[config.mk]
export PLATFORM = sky130hd
export DESIGN_NAME = byte_serdes_loop
export DESIGN_NICKNAME = d
export VERILOG_FILES = /design/src/rtl/bsd_pkg.sv /design/src/rtl/bsd_tx_ser.sv /design/src/rtl/bsd_rx_des.sv /design/src/rtl/bsd_route.sv /design/src/rtl/byte_serdes_loop.sv
export SDC_FILE = /design/constraint.sdc
export NUM_CORES = 1
export LEC_CHECK = 0
export BUFFER_PORTS_ARGS = -buffer_cell sky130_fd_sc_hd__buf_2
export CAP_MARGIN = 20
export CORE_MARGIN = 2
export CORE_UTILIZATION = 28
export CTS_BUF_LIST = sky130_fd_sc_hd__clkbuf_16
export DETAILED_ROUTE_END_ITERATION = 8
export PLACE_DENSITY_LB_ADDON = 0.15
export SYNTH_ARGS = -nofsm -noshare
export SYNTH_HDL_FRONTEND = slang
export SYNTH_SLANG_ARGS = --single-unit
[constraint.sdc]
create_clock -name clk_i -period 1.7 [get_ports clk_i]
set_input_delay 0.34 -clock clk_i [delete_from_list [all_inputs] [get_ports clk_i]]
set_output_delay 0.34 -clock clk_i [all_outputs]
set_load 0.02 [all_outputs]
[src/rtl/bsd_pkg.sv]
package bsd_pkg;
  typedef struct packed {
    logic fac;
    logic eq;
    logic lt;
  } loop_sel_t;
endpackage

[src/rtl/bsd_tx_ser.sv]
module bsd_tx_ser #(
  parameter int unsigned W = 8
) (
  input  logic         clk_i,
  input  logic         rst_ni,
  input  logic         bit_en_i,
  input  logic [W-1:0] byte_i,
  output logic         bit_o,
  output logic         load_o
);
  localparam int unsigned CW = (W > 1) ? $clog2(W) : 1;
  localparam logic [CW-1:0] LAST = CW'(W - 1);

  logic [W-1:0]  sh_q;
  logic [CW-1:0] cnt_q;

  assign load_o = bit_en_i && (cnt_q == LAST);
  assign bit_o  = sh_q[W-1];

  always_ff @(posedge clk_i or negedge rst_ni) begin
    if (!rst_ni) begin
      sh_q  <= '0;
      cnt_q <= '0;
    end else if (bit_en_i) begin
      if (cnt_q == LAST) begin
        sh_q  <= byte_i;
        cnt_q <= '0;
      end else begin
        sh_q  <= {sh_q[W-2:0], 1'b0};
        cnt_q <= cnt_q + CW'(1);
      end
    end
  end
endmodule

[src/rtl/bsd_rx_des.sv]
module bsd_rx_des #(
  parameter int unsigned W = 8
) (
  input  logic         clk_i,
  input  logic         rst_ni,
  input  logic         bit_en_i,
  input  logic         bit_i,
  input  logic         align_i,
  output logic [W-1:0] byte_o,
  output logic         stb_o,
  output logic         bound_o
);
  localparam int unsigned CW = (W > 1) ? $clog2(W) : 1;
  localparam logic [CW-1:0] LAST = CW'(W - 1);

  logic [W-1:0]  sh_q, byte_q, nxt;
  logic [CW-1:0] cnt_q;
  logic          stb_q;

  assign nxt     = {sh_q[W-2:0], bit_i};
  // alignment pulse closes the byte on the bit entering now
  assign bound_o = bit_en_i && ((cnt_q == LAST) || align_i);
  assign byte_o  = byte_q;
  assign stb_o   = stb_q;

  always_ff @(posedge clk_i or negedge rst_ni) begin
    if (!rst_ni) begin
      sh_q   <= '0;
      byte_q <= '0;
      cnt_q  <= '0;
      stb_q  <= 1'b0;
    end else begin
      stb_q <= bound_o;
      if (bit_en_i) begin
        sh_q <= nxt;
        if (bound_o) begin
          byte_q <= nxt;
          cnt_q  <= '0;
        end else begin
          cnt_q <= cnt_q + CW'(1);
        end
      end
    end
  end
endmodule

[src/rtl/bsd_route.sv]
module bsd_route
  import bsd_pkg::*;
(
  input  logic      clk_i,
  input  logic      rst_ni,
  input  logic      loc_en_i,
  input  logic      rx_en_i,
  input  logic      rx_ser_i,
  input  loop_sel_t req_i,
  input  logic      tx_bound_i,
  input  logic      rx_bound_i,
  input  logic      tx_bit_i,
  output logic      tx_en_o,
  output logic      des_en_o,
  output logic      des_bit_o,
  output logic      ser_o,
  output loop_sel_t sel_o
);
  loop_sel_t sel_q;
  logic      line_q;

  assign tx_en_o   = sel_q.lt ? rx_en_i : loc_en_i;
  assign des_en_o  = sel_q.eq ? tx_en_o : rx_en_i;
  assign des_bit_o = sel_q.eq ? tx_bit_i : line_q;
  assign ser_o     = sel_q.fac ? line_q : tx_bit_i;
  assign sel_o     = sel_q;

  always_ff @(posedge clk_i or negedge rst_ni) begin
    if (!rst_ni) begin
      sel_q  <= '0;
      line_q <= 1'b0;
    end else begin
      if (rx_en_i) line_q <= rx_ser_i;
      // transmit-side selections move only on a transmit byte edge
      if (tx_bound_i) begin
        sel_q.fac <= req_i.fac;
        sel_q.lt  <= req_i.lt;
      end
      if (rx_bound_i) sel_q.eq <= req_i.eq;
    end
  end
endmodule

[src/rtl/byte_serdes_loop.sv]
module byte_serdes_loop
  import bsd_pkg::*;
#(
  parameter int unsigned BYTE_W = 8
) (
  input  logic              clk_i,
  input  logic              rst_ni,
  input  logic              loc_bit_en_i,
  input  logic              rx_bit_en_i,
  input  logic              rx_ser_i,
  input  logic [BYTE_W-1:0] tx_byte_i,
  input  logic              fac_loop_i,
  input  logic              eq_loop_i,
  input  logic              loop_time_i,
  input  logic              los_i,
  input  logic              align_load_i,
  output logic              tx_ser_o,
  output logic              tx_byte_stb_o,
  output logic [BYTE_W-1:0] rx_byte_o,
  output logic              rx_byte_stb_o
);
  loop_sel_t         req, sel_q;
  logic              tx_en, des_en, des_bit, tx_bit, tx_load, rx_bound;
  logic [BYTE_W-1:0] des_byte;

  assign req = '{fac: fac_loop_i, eq: eq_loop_i, lt: loop_time_i};

  bsd_route u_route (
    .clk_i      (clk_i),
    .rst_ni     (rst_ni),
    .loc_en_i   (loc_bit_en_i),
    .rx_en_i    (rx_bit_en_i),
    .rx_ser_i   (rx_ser_i),
    .req_i      (req),
    .tx_bound_i (tx_load),
    .rx_bound_i (rx_bound),
    .tx_bit_i   (tx_bit),
    .tx_en_o    (tx_en),
    .des_en_o   (des_en),
    .des_bit_o  (des_bit),
    .ser_o      (tx_ser_o),
    .sel_o      (sel_q)
  );

  bsd_tx_ser #(.W(BYTE_W)) u_tx (
    .clk_i    (clk_i),
    .rst_ni   (rst_ni),
    .bit_en_i (tx_en),
    .byte_i   (tx_byte_i),
    .bit_o    (tx_bit),
    .load_o   (tx_load)
  );

  bsd_rx_des #(.W(BYTE_W)) u_rx (
    .clk_i    (clk_i),
    .rst_ni   (rst_ni),
    .bit_en_i (des_en),
    .bit_i    (des_bit),
    .align_i  (align_load_i),
    .byte_o   (des_byte),
    .stb_o    (rx_byte_stb_o),
    .bound_o  (rx_bound)
  );

  assign tx_byte_stb_o = tx_load;
  assign rx_byte_o     = los_i ? '0 : des_byte;
endmodule

==> impl_metrics.tcl, run 1 <==
set metrics [dict create \
    drc 0 \
    core_area_sq_mm 0.006277 \
    grt-ovfl-total 0 \
    syn_area_sq_mm 0.001787 \
    cap_violations 0 \
    hold_viol 0 \
    htreeDepth 2 \
    yosysWarnings 0 \
    num_rows 29 \
    drt-total-wl_mm 3.824 \
    syn_nets 182 \
    finClkSkew_ns 0.007570 \
    reg2reg_to "u_rx.cnt_q[0]$_DFFE_PN0P_" \
    cts_buffers 5 \
    path_delay_family "adder cells" \
    die_width_microns 83.88 \
    insertedDiodeCount 0 \
    syn_inst 160 \
    start_util_pct 28.46 \
    cts_buffer_depth 2 \
    clock-sinks 34 \
    max_stage_delay_ns 0.37 \
    reg2regPathDepth 5 \
    die_y_microns 83.88 \
    rsz0062_at_grt "false" \
    worst_pin_slew_ns 0.4390 \
    port-buffer-count 28 \
    yosys.area.top_type_share_pct 47.62 \
    max_slew_margin_pct 70.73 \
    wl_per_cell_microns 14.06 \
    setup_viol 0 \
    status "completed" \
    crit_fanout 3 \
    cts.clk_slew.worst_paths_ns 0.06 \
    grt_max_degree 35 \
    min_path_type "in -> async" \
    syn_avg_cell_area_sq_um 11.17 \
    min_period_ns 1.644 \
    drive_above_1_share_pct 33.85 \
    grt_pass1_vias 1285 \
    whs_ns 0.08759 \
    cp.arrival_ns 1.30 \
    cp_num_buf_inv 1 \
    initialDrtViolationCount 68 \
    rrSetupSlack_ns 0.09 \
    pwr_density_cell_mw_per_mm2 1761 \
    clk_latency_ns 0.27 \
    clockRootBuffer "clkbuf_16" \
    startpoint_type "register" \
    yosys.area.top_type "dfrtp_1" \
    maxSlewViolCount 0 \
    endpoint_kind "primary output" \
    grt_use_total_pct 11.60 \
    post-route-period-util_pct 96.72 \
    synth_area_leaders "dfrtp_1 (48%), mux2_4 (6.7%), mux2i_1 (6.2%), mux2_2 (5.0%), nand2_1 (4.2%)" \
    reg2reg_from "u_rx.cnt_q[0]$_DFFE_PN0P_" \
    tns_ns 0 \
    vdd_drop_max_uv 514.6 \
    hpwl_mm 2.707 \
    holdBufCountCts 0 \
    finalPower_w 0.003893 \
    synthDistinctLibCells 27 \
    p_leak_nw 0.9973 \
    dieArea_sq_mm 0.007036 \
    nets 216 \
    worst-path-stages 4 \
    worst_path_max_delay_cell "dfrtp_1" \
    worstSetupPathType "reg -> out" \
    grt_pass1_wl_mm 6.534 \
    synthToLayoutAreaGrowth_pct 23.74 \
    crit_chain "ha_1 -> ha_2 -> nor2b_4 -> buf_6" \
    fmax_mhz 608.2 \
    ys_seq_area_share_pct 47.62 \
    ios 29 \
    gp_congestion 0.7704 \
    drtAntennaViolNets 0 \
    firstDrtPassIters 4 \
    grt_antenna_before_repair 0 \
    worstPathRequired_ns 1.36 \
    synth_seq_cells 34 \
    routed_via_density 4.735 \
    tritoncts "yes" \
    vias 1288 \
]
==> what timing repair did <==
item,in CTS,in global routing
buffers inserted,1,1
gates resized for setup,3,3
endpoints found under the setup margin,1,1
==> worst max-delay path by stage <==
stage | from | end | slack, ns
floorplan | u_tx.cnt_q[0]$_DFFE_PN0P_ | u_route.sel_o[0]$_DFFE_PN0P_ | 0.04
global placement | u_rx.cnt_q[0]$_DFFE_PN0P_ | u_rx.byte_o[7]$_DFFE_PN0P_ | 0.14
detailed placement | u_rx.cnt_q[0]$_DFFE_PN0P_ | u_rx.cnt_q[0]$_DFFE_PN0P_ | 0.11
CTS | u_route.sel_o[0]$_DFFE_PN0P_ | tx_byte_stb_o | 0.008
global route | u_rx.cnt_q[0]$_DFFE_PN0P_ | u_rx.cnt_q[0]$_DFFE_PN0P_ | 0.008
finish | u_tx.cnt_q[0]$_DFFE_PN0P_ | tx_byte_stb_o | 0.06
==> cells in the final DEF (no fill, tap or decap) <==
cell type,synthesis,final
or2_1,1,1
a21o_1,1,1
nor4b_1,1,1
clkinvlp_4,0,1
inv_1,3,3
mux2i_4,0,1
clkinv_2,0,1
ha_1,4,3
a211oi_1,1,1
clkinv_1,0,1
o21ai_0,10,10
mux2i_1,11,10
a311oi_1,7,7
nor3b_1,8,8
mux2_2,8,8
mux2_4,8,8
buf_6,2,1
buf_4,0,11
ha_2,0,1
o31a_1,1,1
nand2_1,20,20
nor4bb_1,7,7
nor2_1,4,4
nor2b_1,9,8
clkbuf_16,0,5
nor2b_4,0,1
o211ai_1,1,1
dfrtp_1,34,34
nor3_1,2,2
a31oi_1,1,1
buf_2,4,27
o21ai_1,5,5
nand2b_4,1,1
==> sequential cells by signal (all words and copies together) (netlist names) <==
signal and cells:
u_rx.sh_q 7, u_rx.cnt_q 3, u_rx.byte_o 8, u_route.line_q 1, u_tx.cnt_q 3, u_rx.stb_o 1, u_route.sel_o 3, u_tx.sh_q 8
==> report_power, final <==
group | internal [W] | switching (W) | leakage (nW)
combinational | 0.000859 | 0.000721 | 0.503
sequential | 0.00118 | 0.000272 | 0.427
clock | 0.000534 | 0.000328 | 0.0672
==> cells in the mapped netlist <==
cell and n:
buf_1 1, o21ai_1 5, buf_2 4, a211oi_1 1, nand2b_4 1, o21ai_0 10, a21o_1 1, ha_1 4
mux2_4 8, clkbuf_1 5, a31oi_1 1, dfrtp_1 34, nor4bb_1 7, nor3b_1 8, or2_1 1, o31a_1 1
nor3_1 2, nor2_1 4, buf_6 2, mux2i_1 11, nor4b_1 1, nor2b_1 9, inv_1 3, a311oi_1 7
o211ai_1 1, mux2_2 8, nand2_1 20
==> metrics by stage <==
stage / setup slack [ns] / utilization (%) / cells / area, sq um
floorplan: 0.04205 / - / 160 / 1789
global placement: 0.1404 / 32.31 / 262 / 2028
detailed placement: 0.1120 / 32.31 / 262 / 2028
CTS: 0.008492 / 34.86 / 271 / 2188
global route: 0.007846 / 35.22 / 272 / 2211
finish: 0.05574 / 35.22 / 272 / 2211
==> logic make-up (layout without fill, tap and decap cells) <==
| kind of cell | count (synthesis) | count (layout) | share of synthesized area, % |
|---|---|---|---|
| AO/OA/AOI/OAI | 27 | 27 | 9.735 |
| adder cells (fa/ha/maj) | 4 | 4 | 2.801 |
| buffers and inverters | 15 | 50 | 4.272 |
| flip-flops | 34 | 34 | 47.62 |
| multiplexers | 27 | 27 | 17.93 |
| AND/OR/NAND/NOR | 53 | 53 | 17.65 |
==> layer usage <==
| metal | routed length (microns) | vias to the layer above | share of wire (%) | track usage (%) |
|---|---|---|---|---|
| met5 | 0 | - | 0 | 0 |
| met4 | 29 | 0 | 0.76 | 4.399 |
| met3 | 141 | 2 | 3.7 | 3.165 |
| met2 | 1856 | 23 | 49 | 17.82 |
| met1 | 1795 | 625 | 47 | 15.59 |
| li1 | - | 638 | - | - |
==> layout make-up <==
class                           instances  area, sq um
Fill cell                             628         4066
Tap cell                               77        96.34
Inverter                                3        11.26
Multi-Input combinational cell        111        882.1
Timing Repair Buffer                   39        229.0
Clock inverter                          3        16.27
Clock buffer                            5        125.1
Sequential cell                        34        850.8
Note: power is estimated with default switching activity, not from simulation.
==> run 2: changes to the inputs <==
==> constraint.sdc (replaced) <==
create_clock -name clk_i -period 1.85 [get_ports clk_i]
set_input_delay 0.37 -clock clk_i [delete_from_list [all_inputs] [get_ports clk_i]]
set_output_delay 0.37 -clock clk_i [all_outputs]
set_load 0.02 [all_outputs]
==> run 2 against run 1 <==
Against the previous run: flip-flop and latch count is the same; critical endpoint unchanged; critical path type unchanged; largest power group is now sequential cells; sequential share of layout area grew 0.80 points; design area shrank 2.0%.
==> impl_metrics.tcl, run 2 (synthesis results as in run 1) <==
set metrics [dict create \
    final_common_cell "dfrtp_1" \
    endpoint_kind "primary output" \
    core_area_sq_mm 0.006277 \
    worst_path_max_delay_cell "dfrtp_1" \
    holdBufCountCts 0 \
    grt_antenna_before_repair 0 \
    status "completed" \
    clock-sinks 34 \
    cap_violations 0 \
    crit_chain "ha_1 -> ha_1 -> nor2b_1 -> buf_2" \
    worstPathRequired_ns 1.48 \
    seq_power_share_pct 37.7 \
    hold_viol 0 \
    grt_use_total_pct 11.86 \
    start_util_pct 28.46 \
    ios 29 \
    cts_buffers 5 \
    htreeDepth 2 \
    grt_pass1_wl_mm 6.520 \
    drtAntennaViolNets 0 \
    min_period_ns 1.758 \
    startpoint_type "register" \
    die_y_microns 83.88 \
    clock_power_share_pct 25.7 \
    rsz0062_at_grt "false" \
    die_width_microns 83.88 \
    fin_area_sq_mm 0.002166 \
    swShare_pct 32.90 \
    cts_buffer_depth 2 \
    p_leak_nw 0.9925 \
    tritoncts "yes" \
    path_delay_family "adder cells" \
    place_ws_ns 0.2184 \
    finish.utilization_pct 34.50 \
    drt-total-wl_mm 3.830 \
    num_rows 29 \
    setup_viol 0 \
    insertedDiodeCount 0 \
    p_switching_w 0.001190 \
    finClkSkew_ns 0.002592 \
    final.setup.worst_slack_ns 0.09243 \
    post-route-period-util_pct 95.00 \
    grt-ovfl-total 0 \
    final_cell_mix "dfrtp_1 (34), buf_2 (28), nand2_1 (20)" \
    max_slew_margin_pct 70.25 \
    crit_fanout 3 \
    grt_pass1_vias 1303 \
    vias 1233 \
    firstDrtPassIters 4 \
    drive_above_1_share_pct 30.00 \
    drc 0 \
    dieArea_sq_mm 0.007036 \
    cp_common_cell "ha_1" \
    fmax_mhz 569.0 \
    worst_pin_slew_ns 0.4463 \
    ctsResizeCount 0 \
    port-buffer-count 28 \
    tns_ns 0 \
    min_path_type "in -> async" \
    pwr_density_cell_mw_per_mm2 1670 \
    synthToLayoutAreaGrowth_pct 21.22 \
    vdd_drop_max_uv 586.4 \
    post_dp_cell_area_sq_mm 0.002003 \
    gp_congestion 0.7981 \
    hpwl_mm 2.758 \
    grt_max_degree 35 \
    cp.arrival_ns 1.39 \
    comb_power_share_pct 36.6 \
    worstSetupPathType "reg -> out" \
    maxSlewViolCount 0 \
    cp_num_buf_inv 1 \
    wl_per_cell_microns 14.34 \
    fill_cells 647 \
    max_stage_delay_ns 0.39 \
    nets 211 \
    initialDrtViolationCount 69 \
    clockRootBuffer "clkbuf_16" \
    routed_via_density 4.618 \
    power.internal_w 0.002426 \
    post_cts_buffers 0 \
    cts.clk_slew.worst_paths_ns 0.05 \
    clk_latency_ns 0.28 \
]
run 2: power groups by stage:
stage,combinational (W),clock (W),sequential [W]
after global routing,0.00148,0.000982,0.00142
final,0.00132,0.000928,0.00137
after detailed placement,0.00134,0,0.00137
after CTS,0.00134,0.000942,0.00136
after global placement,0.00132,0,0.00137
after floorplan,0.00111,0,0.00128
run 2: layout make-up:
type | instances | area (sq um) | share of cell area [%]
Clock buffer | 5 | 125.1 | 5.777
Clock inverter | 3 | 37.54 | 1.733
Inverter | 3 | 11.26 | 0.5199
Multi-Input combinational cell | 111 | 859.6 | 39.69
Sequential cell | 34 | 850.8 | 39.28
Tap cell | 77 | 96.34 | 4.448
Timing Repair Buffer | 34 | 185.2 | 8.550
run 2: per-layer routing:
metal	GRT usage, %	wire (microns)	up-vias
li1	-	-	629
met1	15.82	1853	583
met2	17.96	1781	15
met3	3.561	128	6
met4	4.839	67	0
met5	0	0	-
run 2: worst paths after layout:
path	slack, ns	end	depth (start not counted)	from
setup / recovery	0.09	tx_byte_stb_o	4	u_tx.cnt_q[0]$_DFFE_PN0P_
hold / removal	0.12	u_rx.stb_o$_DFF_PN0_	2	rst_ni
setup reg to reg	0.19	u_rx.cnt_q[0]$_DFFE_PN0P_	5	u_rx.cnt_q[0]$_DFFE_PN0P_
hold reg to reg	0.48	u_tx.sh_q[3]$_DFFE_PN0P_	2	u_tx.sh_q[3]$_DFFE_PN0P_
max in group asynchronous	1.41	u_route.sel_o[1]$_DFFE_PN0P_	2	rst_ni
min in group clk_i	0.32	u_route.sel_o[0]$_DFFE_PN0P_	2	loop_time_i
run 2: stage by stage:
stage,power [W],cells,hold WS [ns]
finish,0.003616,267,0.1249
global route,0.003879,267,0.1586
CTS,0.003650,267,0.1385
detailed placement,0.002715,259,0.4333
global placement,0.002694,259,0.4377
floorplan,0.002381,160,0.07441
==> run 3: changes to the inputs <==
--- a/config.mk
+++ b/config.mk
@@ -11,7 +11,7 @@
 export CORE_UTILIZATION = 28
 export CTS_BUF_LIST = sky130_fd_sc_hd__clkbuf_16
 export DETAILED_ROUTE_END_ITERATION = 8
-export PLACE_DENSITY_LB_ADDON = 0.15
+export PLACE_DENSITY = 0.54
 export SYNTH_ARGS = -nofsm -noshare
 export SYNTH_HDL_FRONTEND = slang
 export SYNTH_SLANG_ARGS = --single-unit
==> run 3 against run 2 <==
Against the previous run: clock power shrank 15%; critical path type unchanged; sequential power hardly changed; design area down 0.87%; critical endpoint unchanged; highest routed layer unchanged.
==> impl_metrics.tcl, run 3 (synthesis results as in run 1) <==
set metrics [dict create \
    grt_use_total_pct 11.30 \
    cts_buffers 5 \
    start_util_pct 28.46 \
    worstSetupPathType "reg -> out" \
    place_ws_ns 0.2125 \
    drive_above_1_share_pct 31.05 \
    grt_antenna_before_repair 0 \
    cp.arrival_ns 1.41 \
    clockRootBuffer "clkbuf_16" \
    num_rows 29 \
    cts_buffer_depth 2 \
    endpoint_kind "primary output" \
    core_area_sq_mm 0.006277 \
    final.setup.worst_slack_ns 0.06619 \
    nets 211 \
    synthToLayoutAreaGrowth_pct 20.17 \
    min_path_type "in -> async" \
    gp_congestion 0.7654 \
    clk_latency_ns 0.28 \
    cts.clk_slew.worst_paths_ns 0.05 \
    p_leak_nw 0.9729 \
    clock-sinks 34 \
    final_cell_mix "dfrtp_1 (34), buf_2 (28), nand2_1 (20)" \
    grt_pass1_vias 1310 \
    crit_fanout 3 \
    port-buffer-count 28 \
    vias 1270 \
    hpwl_mm 2.574 \
    ios 29 \
    initialDrtViolationCount 49 \
    firstDrtPassIters 4 \
    hold_viol 0 \
    routed_via_density 4.757 \
    grt-ovfl-total 0 \
    post-route-period-util_pct 96.42 \
    fmax_mhz 560.6 \
    setup_viol 0 \
    finClkSkew_ns 0.006304 \
    cap_violations 0 \
    maxSlewViolCount 0 \
    status "completed" \
    htreeDepth 2 \
    rsz0062_at_grt "false" \
    die_y_microns 83.88 \
    pwr_density_cell_mw_per_mm2 1619 \
    tns_ns 0 \
    drt-total-wl_mm 3.686 \
    drtAntennaViolNets 0 \
    holdBufCountCts 0 \
    dieArea_sq_mm 0.007036 \
    vdd_drop_max_uv 448.9 \
    wl_per_cell_microns 13.81 \
    startpoint_type "register" \
    worst_pin_slew_ns 0.4436 \
    die_width_microns 83.88 \
    insertedDiodeCount 0 \
    grt_max_degree 35 \
    worstPathRequired_ns 1.48 \
    max_slew_margin_pct 70.43 \
    grt_pass1_wl_mm 6.396 \
    min_period_ns 1.784 \
    final_common_cell "dfrtp_1" \
    drc 0 \
    tritoncts "yes" \
]
==> run 3: changes by cell type in the layout (fill, tap and decap cells not counted) <==
cell	change
nor2b_2	+1
nor2b_1	-1
inv_1	-2
clkinv_2	+1
bufinv_16	-1
clkinvlp_4	+1
clkinv_1	+1
==> run 3: path summary, 6_finish.rpt <==
path / startpoint / to / slack (ns) / cells after the start
setup / recovery: u_tx.cnt_q[0]$_DFFE_PN0P_ / tx_byte_stb_o / 0.07 / 4
min in group clk_i: loop_time_i / u_route.sel_o[0]$_DFFE_PN0P_ / 0.34 / 2
setup reg to reg: u_rx.cnt_q[0]$_DFFE_PN0P_ / u_rx.cnt_q[0]$_DFFE_PN0P_ / 0.21 / 5
max in group asynchronous: rst_ni / u_rx.sh_q[5]$_DFFE_PN0P_ / 1.41 / 2
hold / removal: rst_ni / u_rx.stb_o$_DFF_PN0_ / 0.12 / 2
hold reg to reg: u_tx.sh_q[1]$_DFFE_PN0P_ / u_tx.sh_q[1]$_DFFE_PN0P_ / 0.48 / 2
==> run 3: stage by stage <==
stage	util, %	instance area, sq um	power, W	std cells	hold slack, ns
2_1_floorplan	-	1787	0.002381	160	0.07441
3_3_place_gp	31.91	2003	0.002711	259	0.4420
3_5_place_dp	31.91	2003	0.002713	259	0.4347
4_1_cts	34.16	2145	0.003519	267	0.1406
5_1_grt	34.20	2147	0.003752	267	0.1763
6_report	34.20	2147	0.003477	267	0.1182
==> run 3: timing repair <==
| item | in CTS | in global routing |
|---|---|---|
| endpoints found under the setup margin | 0 | 1 |
| setup buffers | 0 | 0 |
| gates resized for setup | 0 | 1 |
==> run 3: final cells by class <==
cell class                      count  area [sq um]
Clock buffer                        5         125.1
Clock inverter                      3         16.27
Fill cell                         644          4130
Inverter                            3         11.26
Multi-Input combinational cell    111         862.1
Sequential cell                    34         850.8
Tap cell                           77         96.34
Timing Repair Buffer               34         185.2
==> run 3: report_power, final <==
part	switching, W	total, W	internal, W	leakage, nW
registers	0.000258	0.00134	0.00108	0.427
clock network	0.000296	0.000786	0.000490	0.0672
logic	0.000621	0.00135	0.000727	0.478
==> run 3: worst max-delay path, stage by stage (launching register included) <==
cell	delay, ns
dfrtp_1	0.39
ha_1	0.20
ha_1	0.21
nor2b_2	0.18
buf_2	0.16
==> run 3: metal layers <==
layer | share of wire, % | routed length, microns | up-vias | track usage, %
met5 | 0 | 0 | - | 0
met4 | 2.0 | 74 | 0 | 6.158
met3 | 3.0 | 112 | 7 | 1.978
met2 | 48 | 1775 | 18 | 17.02
met1 | 47 | 1724 | 619 | 15.38
li1 | - | - | 626 | -
